`config.mk`:
```
export PLATFORM = sky130hd
export DESIGN_NAME = dram_access_ctrl
export DESIGN_NICKNAME = d
export VERILOG_FILES = /design/src/rtl/dram_pkg.sv /design/src/rtl/dram_stage_seq.sv /design/src/rtl/dram_addr_sel.sv /design/src/rtl/dram_parity.sv /design/src/rtl/dram_access_ctrl.sv
export SDC_FILE = /design/constraint.sdc
export NUM_CORES = 1
export LEC_CHECK = 0
export BUFFER_PORTS_ARGS = -buffer_cell sky130_fd_sc_hd__buf_4
export CAP_MARGIN = 20
export CORE_ASPECT_RATIO = 1.75
export CORE_MARGIN = 2
export CORE_UTILIZATION = 49
export CTS_CLUSTER_DIAMETER = 30
export DETAILED_ROUTE_END_ITERATION = 10
export PLACE_DENSITY = 0.8
export SYNTH_ARGS = -nofsm -noshare
export SYNTH_HDL_FRONTEND = slang
export SYNTH_SLANG_ARGS = --single-unit
```
`constraint.sdc`:
```
create_clock -name clk -period 2.3 [get_ports clk]
set_input_delay 0.23 -clock clk [delete_from_list [all_inputs] [get_ports clk]]
set_output_delay 0.23 -clock clk [all_outputs]
set_load 0.02 [all_outputs]
```
`src/rtl/dram_pkg.sv`:
```
package dram_pkg;
  typedef enum logic [2:0] {
    ST_IDLE = 3'd0,
    ST_ROW  = 3'd1,
    ST_MUX  = 3'd2,
    ST_COL  = 3'd3,
    ST_DATA = 3'd4,
    ST_PRE  = 3'd5
  } stage_e;
endpackage

```
`src/rtl/dram_stage_seq.sv`:
```
module dram_stage_seq
  import dram_pkg::*;
(
  input  logic   clk,
  input  logic   rst_n,
  input  logic   start,
  output stage_e stage,
  output logic   launch,
  output logic   finish
);
  stage_e stage_q;

  assign launch = (stage_q == ST_IDLE) && start;
  assign finish = (stage_q == ST_PRE);
  assign stage  = stage_q;

  always_ff @(posedge clk) begin
    if (!rst_n) stage_q <= ST_IDLE;
    else begin
      unique case (stage_q)
        ST_IDLE: if (start) stage_q <= ST_ROW;
        ST_ROW:  stage_q <= ST_MUX;
        ST_MUX:  stage_q <= ST_COL;
        ST_COL:  stage_q <= ST_DATA;
        ST_DATA: stage_q <= ST_PRE;
        default: stage_q <= ST_IDLE;
      endcase
    end
  end

  // the chain advances one stage per clock
  a_r2_row_to_mux: assert property (@(posedge clk) disable iff (!rst_n)
    stage_q == ST_ROW |=> stage_q == ST_MUX);
  a_r2_pre_to_idle: assert property (@(posedge clk) disable iff (!rst_n)
    stage_q == ST_PRE |=> stage_q == ST_IDLE);
  // no restart from the middle of a sequence
  a_r10_no_restart: assert property (@(posedge clk) disable iff (!rst_n)
    (stage_q != ST_IDLE) |=> stage_q != ST_ROW);
endmodule

```
`src/rtl/dram_addr_sel.sv`:
```
module dram_addr_sel
  import dram_pkg::*;
#(
  parameter int ROW_W = 7
) (
  input  logic               clk,
  input  logic               rst_n,
  input  logic               launch,
  input  logic               finish,
  input  logic               refresh_in,
  input  logic [2*ROW_W-1:0] addr_in,
  input  stage_e             stage,
  output logic [ROW_W-1:0]   ma,
  output logic               cyc_refresh,
  output logic               refresh_done
);
  localparam int ADDR_W = 2 * ROW_W;

  logic [ADDR_W-1:0] addr_q;
  logic [ROW_W-1:0]  rcnt_q;
  logic              refresh_q;

  function automatic logic [ROW_W-1:0] next_row(input logic [ROW_W-1:0] r);
    return r + 1'b1;
  endfunction

  assign cyc_refresh  = refresh_q;
  assign refresh_done = finish && refresh_q;

  always_ff @(posedge clk) begin
    if (!rst_n) begin
      addr_q    <= '0;
      refresh_q <= 1'b0;
      rcnt_q    <= '0;
    end else begin
      if (launch) begin
        addr_q    <= addr_in;
        refresh_q <= refresh_in;
      end
      if (refresh_done) rcnt_q <= next_row(rcnt_q);
    end
  end

  always_comb begin
    if (refresh_q)              ma = rcnt_q;
    else if (stage == ST_IDLE || stage == ST_ROW) ma = addr_q[ROW_W-1:0];
    else                        ma = addr_q[ADDR_W-1:ROW_W];
  end

  // the refresh row moves by exactly one after each refresh cycle
  a_r9_count_step: assert property (@(posedge clk) disable iff (!rst_n)
    refresh_done |=> rcnt_q == next_row($past(rcnt_q)));
  // the refresh row is unchanged by any other cycle
  a_r9_count_hold: assert property (@(posedge clk) disable iff (!rst_n)
    !refresh_done |=> $stable(rcnt_q));
  // the address is held through the whole sequence
  a_r3_addr_hold: assert property (@(posedge clk) disable iff (!rst_n)
    !launch |=> $stable(addr_q));
endmodule

```
`src/rtl/dram_parity.sv`:
```
module dram_parity #(
  parameter int DATA_W = 8
) (
  input  logic            clk,
  input  logic            rst_n,
  input  logic            launch,
  input  logic [DATA_W-1:0] wdata_in,
  input  logic            rd_cap,
  input  logic            chk_arm,
  input  logic [DATA_W:0] rdq,
  output logic [DATA_W:0] mem_d,
  output logic [DATA_W-1:0] rdata,
  output logic            par_err
);
  logic [DATA_W-1:0] wdata_q;

  function automatic logic fill_bit(input logic [DATA_W-1:0] d);
    return ~(^d);
  endfunction

  function automatic logic word_is_even(input logic [DATA_W:0] w);
    return ~(^w);
  endfunction

  assign mem_d = {fill_bit(wdata_q), wdata_q};

  always_ff @(posedge clk) begin
    if (!rst_n) begin
      wdata_q <= '0;
      rdata   <= '0;
      par_err <= 1'b0;
    end else begin
      if (launch) wdata_q <= wdata_in;
      if (rd_cap) begin
        rdata   <= rdq[DATA_W-1:0];
        par_err <= chk_arm && word_is_even(rdq);
      end
    end
  end

  // the stored word always carries odd parity
  a_r5_odd_store: assert property (@(posedge clk) disable iff (!rst_n)
    $countones(mem_d) % 2 == 1);
  // an even word read with checking armed raises the flag
  a_r7_flag_set: assert property (@(posedge clk) disable iff (!rst_n)
    (rd_cap && chk_arm && ($countones(rdq) % 2 == 0)) |=> par_err);
  // the flag only moves at a read capture
  a_r7_flag_hold: assert property (@(posedge clk) disable iff (!rst_n)
    !rd_cap |=> $stable(par_err));
endmodule

```
`src/rtl/dram_access_ctrl.sv`:
```
module dram_access_ctrl
  import dram_pkg::*;
#(
  parameter int ROW_W  = 7,
  parameter int DATA_W = 8
) (
  input  logic                 clk,
  input  logic                 rst_n,
  input  logic                 start,
  input  logic                 refresh,
  input  logic                 we,
  input  logic [2*ROW_W-1:0]   addr,
  input  logic [DATA_W-1:0]    wdata,
  input  logic                 chk_arm,
  input  logic [DATA_W:0]      mem_rdq,
  output logic [ROW_W-1:0]     ma,
  output logic                 ras,
  output logic                 cas,
  output logic                 wr_en,
  output logic [DATA_W:0]      mem_d,
  output logic [DATA_W-1:0]    rdata,
  output logic                 par_err,
  output logic                 busy
);
  stage_e stage;
  logic   launch, finish;
  logic   cyc_refresh, refresh_done;
  logic   we_q;
  logic   rd_cap;

  dram_stage_seq u_seq (
    .clk    (clk),
    .rst_n  (rst_n),
    .start  (start),
    .stage  (stage),
    .launch (launch),
    .finish (finish)
  );

  dram_addr_sel #(.ROW_W(ROW_W)) u_addr (
    .clk          (clk),
    .rst_n        (rst_n),
    .launch       (launch),
    .finish       (finish),
    .refresh_in   (refresh),
    .addr_in      (addr),
    .stage        (stage),
    .ma           (ma),
    .cyc_refresh  (cyc_refresh),
    .refresh_done (refresh_done)
  );

  always_ff @(posedge clk) begin
    if (!rst_n)      we_q <= 1'b0;
    else if (launch) we_q <= we;
  end

  assign busy   = (stage != ST_IDLE);
  assign ras    = (stage == ST_ROW) || (stage == ST_MUX) ||
                  (stage == ST_COL) || (stage == ST_DATA);
  assign cas    = !cyc_refresh && ((stage == ST_COL) || (stage == ST_DATA));
  assign wr_en  = !cyc_refresh && we_q && (stage == ST_DATA);
  assign rd_cap = !cyc_refresh && !we_q && (stage == ST_DATA);

  dram_parity #(.DATA_W(DATA_W)) u_par (
    .clk      (clk),
    .rst_n    (rst_n),
    .launch   (launch),
    .wdata_in (wdata),
    .rd_cap   (rd_cap),
    .chk_arm  (chk_arm),
    .rdq      (mem_rdq),
    .mem_d    (mem_d),
    .rdata    (rdata),
    .par_err  (par_err)
  );

  // column strobe only inside a row strobe
  a_r4_cas_in_ras: assert property (@(posedge clk) disable iff (!rst_n)
    cas |-> ras);
  // write enable only with the column strobe
  a_r4_we_in_cas: assert property (@(posedge clk) disable iff (!rst_n)
    wr_en |-> cas);
  // a refresh cycle has no column phase and no write
  a_r8_refresh_quiet: assert property (@(posedge clk) disable iff (!rst_n)
    (busy && cyc_refresh) |-> (!cas && !wr_en));
  // a start while idle raises the row strobe next cycle
  a_r2_start_ras: assert property (@(posedge clk) disable iff (!rst_n)
    (!busy && start) |=> ras);
endmodule

```
# After elaboration in Yosys (flattened, before gate mapping)
# Index checks and enable logic that the tools add are counted.
[word_totals] register_bits=43 output_inout_bits=29 input_bits=37 word_cells=40
[classes] n_bitwise=2 muxes=4 eq_ne=6 reduce_logical=19 addsub=1
[ops] operator="$pmux W3 S5" n=1
[ops] operator="$mux W7" n=2
[ops] operator="$reduce_xor A9 Y1" n=1
[ops] operator="$logic_and A1 B1 Y1" n=8
[ops] operator="$reduce_xor A8 Y1" n=1
[ops] operator="$add A7 B1 Y7 const B" n=1
[ops] operator="$eq A3 B2 Y1 const B" n=2
[ops] operator="$eq A3 B3 Y1 const B" n=2
[ops] operator="$logic_or A1 B1 Y1" n=5
[ops] operator="$eq A3 B1 Y1 const B" n=1
[ops] operator="$logic_not A3 Y1" n=1
[ops] operator="$mux W3" n=1
[ops] operator="$reduce_bool A3 Y1" n=1
[ops] operator="$logic_not A1 Y1" n=2
[ops] operator="$ne A2 B2 Y1 const B" n=1
[ops] operator="$not A1 Y1" n=2

# Logic depth before layout (Yosys ltp)
[logic_depth] depth_word=4 mapped_depth=7

# Cells and area by module
# Synthesis repeated with hierarchy kept, for this count alone.
[hier_totals] hier_cells=207 hier_area_um2=2055.7
[by_module_without_submodules] module="dram_addr_sel" seq_area_each_um2=440.4 instances=1 cells_each=109 area_per_inst_um2=1034.7
[by_module_without_submodules] module="dram_parity" seq_area_each_um2=340.3 instances=1 cells_each=71 area_per_inst_um2=792.0
[by_module_without_submodules] module="dram_stage_seq" seq_area_each_um2=60.1 instances=1 cells_each=15 area_per_inst_um2=138.9
[by_module_without_submodules] module="dram_access_ctrl" seq_area_each_um2=20.0 instances=1 cells_each=12 area_per_inst_um2=90.1

# Worst setup path before layout
# No wires, ideal clock.
[synth_timing] path_type="reg-to-reg" startpoint="reg u_seq.stage_q[0], in the netlist u_seq.stage[0]" endpoint="reg u_par.rdata[7]" setup_slack_ns=0.683 n_path_buf=2 stages_incl_launch_ff=7 arrival_time_ns=1.489 synth_period_minus_slack_ns=1.617 cell_sequence="dfxtp_1 buf_6 or4b_1 buf_2 nor2_8 mux2i_1 nor2_1"
[synth_via] elab_chain_cells=2
[synth_lines] element="from (decl)" line_no="dram_stage_seq.sv:11" text="stage_e stage_q;"
[synth_lines] element="from (signal assigned)" line_no="dram_stage_seq.sv:18" text="if (!rst_n) stage_q <= ST_IDLE;"
[synth_lines] element="from (signal assigned)" line_no="dram_stage_seq.sv:21" text="ST_IDLE: if (start) stage_q <= ST_ROW;"
[synth_lines] element="from (signal assigned)" line_no="dram_stage_seq.sv:22" text="ST_ROW: stage_q <= ST_MUX;"
[synth_lines] element="$eq A3 B3 Y1" line_no="dram_access_ctrl.sv:63" text="assign rd_cap = !cyc_refresh && !we_q && (stage == ST_DATA);"
[synth_lines] element="$logic_and A1 B1 Y1" line_no="dram_access_ctrl.sv:63"
[synth_lines] element="to (signal assigned)" line_no="dram_parity.sv:35" text="rdata <= rdq[DATA_W-1:0];"
[synth_lines] element="to (decl)" line_no="dram_parity.sv:12" text="output logic [DATA_W-1:0] rdata,"
# No other way between the ends.
# A chain may end at the register's enable or synchronous reset.

# Worst setup path in the final report
[layout_timing] startpoint="reg u_seq.stage_q[2], in the netlist u_seq.stage[2]" endpoint="out wr_en"
[layout_via] elab_chain_cells=2
[layout_lines] element="$eq A3 B3 Y1" line_no="dram_access_ctrl.sv:62" text="assign wr_en = !cyc_refresh && we_q && (stage == ST_DATA);"
[layout_lines] element="$logic_and A1 B1 Y1" line_no="dram_access_ctrl.sv:62"
[layout_lines] element="to (decl)" line_no="dram_access_ctrl.sv:19" text="output logic wr_en,"
# No other way between the ends.

==> metrics.csv <==
stage,metric,value,unit
status,run_status,completed,
sta,rsz0062_at_grt,false,
routing,viasPerCell,5.00,
floorplanning,std_cell_rows,30,
final_layout,drive_gt1_share,28.4,%
placement,gp_congestion,0.772,
yosys,synth_ff_type,dfxtp_1,
hold_path,hold_path_class,in2reg,
sta,fmax,505,MHz
yosys,synth_cells,233,
yosys,syn_area_per_cell,8.39,µm²
sta,relSlewSlack,68.0,%
yosys,ys_warn_count,0,
yosys,async_flop_share,0,%
clock_network,hold_buffers,0,
yosys,syn-num-nets,271,
routing,wl_per_cell,12.2,µm
placement,io_buffer_count,65,
clock_network,clockBufferDepth,2,
routing,wl,4200,µm
clock_network,clkTransAtPathRegs,80,ps
grt,grt_max_degree,25,
yosys,yosysUniqueCellTypes,33,
flow_run,drv_cap,0,
final_layout,area_delta_synth_final,32.9,%
setup_path,critPathRequiredTime,2070,ps
sta,hold_violations,0,
grt,globalRoute.totalOverflow,0,
yosys,synth_edf_count,0,
floorplanning,die_area,4530,µm²
floorplanning,boundaryPins,66,
routing,num_vias,1720,
grt,grtUsageTotal,21.4,%
grt,grt_antenna_before_repair,0,
sta,skew,4.17,ps
sta,period_needed,1980,ps
clock_network,cts_resized,0,
power,p_leak,1.11,nW
setup_path,worst-path-max-fanout,11,
clock_network,clock-root-buffer,clkbuf_8,
setup_path,criticalPathCategory,reg2out,
clock_network,numCtsBuffers,5,
routing,drt-initial-drc-count,33,
power,p_per_area,750,nW/µm²
power,power,0.00195,W
floorplanning,initial_core_util,50.6,%
floorplanning,coreArea,3870,µm²
routing,ant_nets,0,
yosys,netlist_area,1950,µm²
sta,slew_violations,0,
final_layout,fillers,349,
setup_path,critPathLaunchType,flip-flop,
clock_network,cts_tree,built,
setup_path,cp.arrival,1750,ps
routing,first_pass_iters,4,
setup_path,worstSetupEndpointType,primary output,
sta,min_period_over_period,86.1,%
yosys,ys_ff_latch,43,
power,vdd_drop_max,0.558,mV
grt,first_global_vias,1658,
floorplanning,die_w,51.7,µm
grt,grt_pass1_wl,7180,µm
routing,drc,0,
clock_network,cts.sinks,43,
floorplanning,die_h,87.5,µm
clock_network,clk-insertion-delay-late,300,ps
sta,setup-tns-final,0,ps
placement,dpl.hpwl,3080,µm
final_layout,final_nets,333,
clock_network,cts_setup_buffers,0,
clock_network,h-tree-depth,2,
sta,setup_viol_count_final,0,
final_layout,antennaDiodeCount,0,
yosys,yosysSeqAreaShare,44.0,%
sta,tightestPinTransition,479,ps
==> critical path, cell delays in order, from the launching register on <==
cell	delay, ps
dfxtp_1	510
or4b_1	610
nor2_1	170
buf_4	160
==> routing by layer <==
| layer | wire length [µm] | track usage, % | part of all wire (%) |
|---|---|---|---|
| met4 | 87 | 10.8 | 2.1 |
| met5 | 0 | 0 | 0 |
| met2 | 2360 | 40.0 | 56 |
| met1 | 1560 | 21.5 | 37 |
| met3 | 184 | 4.78 | 4.4 |
==> placed cells by master (no fill, tap or decap), types with 2 or more instances in the layout <==
master | Yosys | final
nor3_1 | 5 | 5
dfxtp_1 | 43 | 43
nor2_1 | 19 | 19
inv_1 | 3 | 3
nor4_1 | 2 | 2
o21ai_0 | 7 | 7
a21oi_1 | 26 | 26
mux2i_1 | 15 | 15
bufinv_16 | 0 | 2
buf_4 | 3 | 70
xnor2_1 | 16 | 16
nand2_1 | 63 | 63
clkbuf_8 | 0 | 5
==> registers in the layout, indices dropped and copies added, names as in the netlist <==
signal,count
u_addr.addr_q,14
u_addr.cyc_refresh,1
u_addr.rcnt_q,7
u_par.par_err,1
u_par.rdata,8
u_par.wdata_q,8
u_seq.stage,3
we_q,1
==> cell type report <==
class | instances | area [µm²] | share of cell area (%)
multi-input combinational | 171 | 1000 | 38.5
sequential | 43 | 861 | 33.1
timing repair buffer | 70 | 526 | 20.2
clock buffer | 5 | 68.8 | 2.65
clock inverter | 3 | 67.6 | 2.60
tap | 48 | 60.1 | 2.31
inverter | 4 | 15.0 | 0.578
==> cell families (layout without fill, tap and decap cells) <==
family,after synthesis,count (layout),synth area share (%)
and+or+nand+nor,100,100,22.8
DFF,43,43,44.0
AOI/OAI and AO/OA,36,36,10.1
xor gates and xnor gates,19,19,9.99
buffers and inverters,19,82,4.80
muxes,15,15,7.68
adders and majority gates,1,1,0.640
==> power breakdown <==
part / internal [W] / switching (W)
Clock: 0.000433 / 0.000266
Combinational: 0.000201 / 0.000223
Sequential: 0.000787 / 0.0000386
Total: 0.00142 / 0.000528
==> synth_stat cells, types with 2 or more instances <==
master / instances / area share, %
nor2_1: 19 / 3.6
nor4_1: 2 / 0.64
xnor2_1: 16 / 7.2
nand2_1: 63 / 12
o21ai_0: 7 / 1.8
mux2i_1: 15 / 7.7
a21oi_1: 26 / 6.7
clkbuf_1: 8 / 1.5
dfxtp_1: 43 / 44
inv_1: 3 / 0.58
buf_4: 3 / 1.2
buf_2: 3 / 0.77
nor3_1: 5 / 1.3
==> stage by stage <==
stage | area, µm² | util, % | worst slack, ps | cells | hold WS (ps)
floorplan | 1950 | - | 683 | 233 | 366
global placement | 2460 | 63.7 | 602 | 336 | 441
detailed placement | 2460 | 63.7 | 544 | 336 | 446
CTS | 2600 | 67.2 | 299 | 344 | 162
global route | 2600 | 67.2 | 179 | 344 | 159
finish | 2600 | 67.2 | 319 | 344 | 169
==> worst paths after layout <==
check                    startpoint                 to  slack, ps  depth (start not counted)
setup reg to reg     u_seq.stage[2]     u_par.rdata[3]        520                          4
hold reg to reg   u_addr.addr_q[10]  u_addr.addr_q[10]        460                          2
setup / recovery     u_seq.stage[2]              wr_en        320                          3
hold / removal             addr[11]  u_addr.addr_q[11]        170                          3
Power figures use the tool's default switching activity.
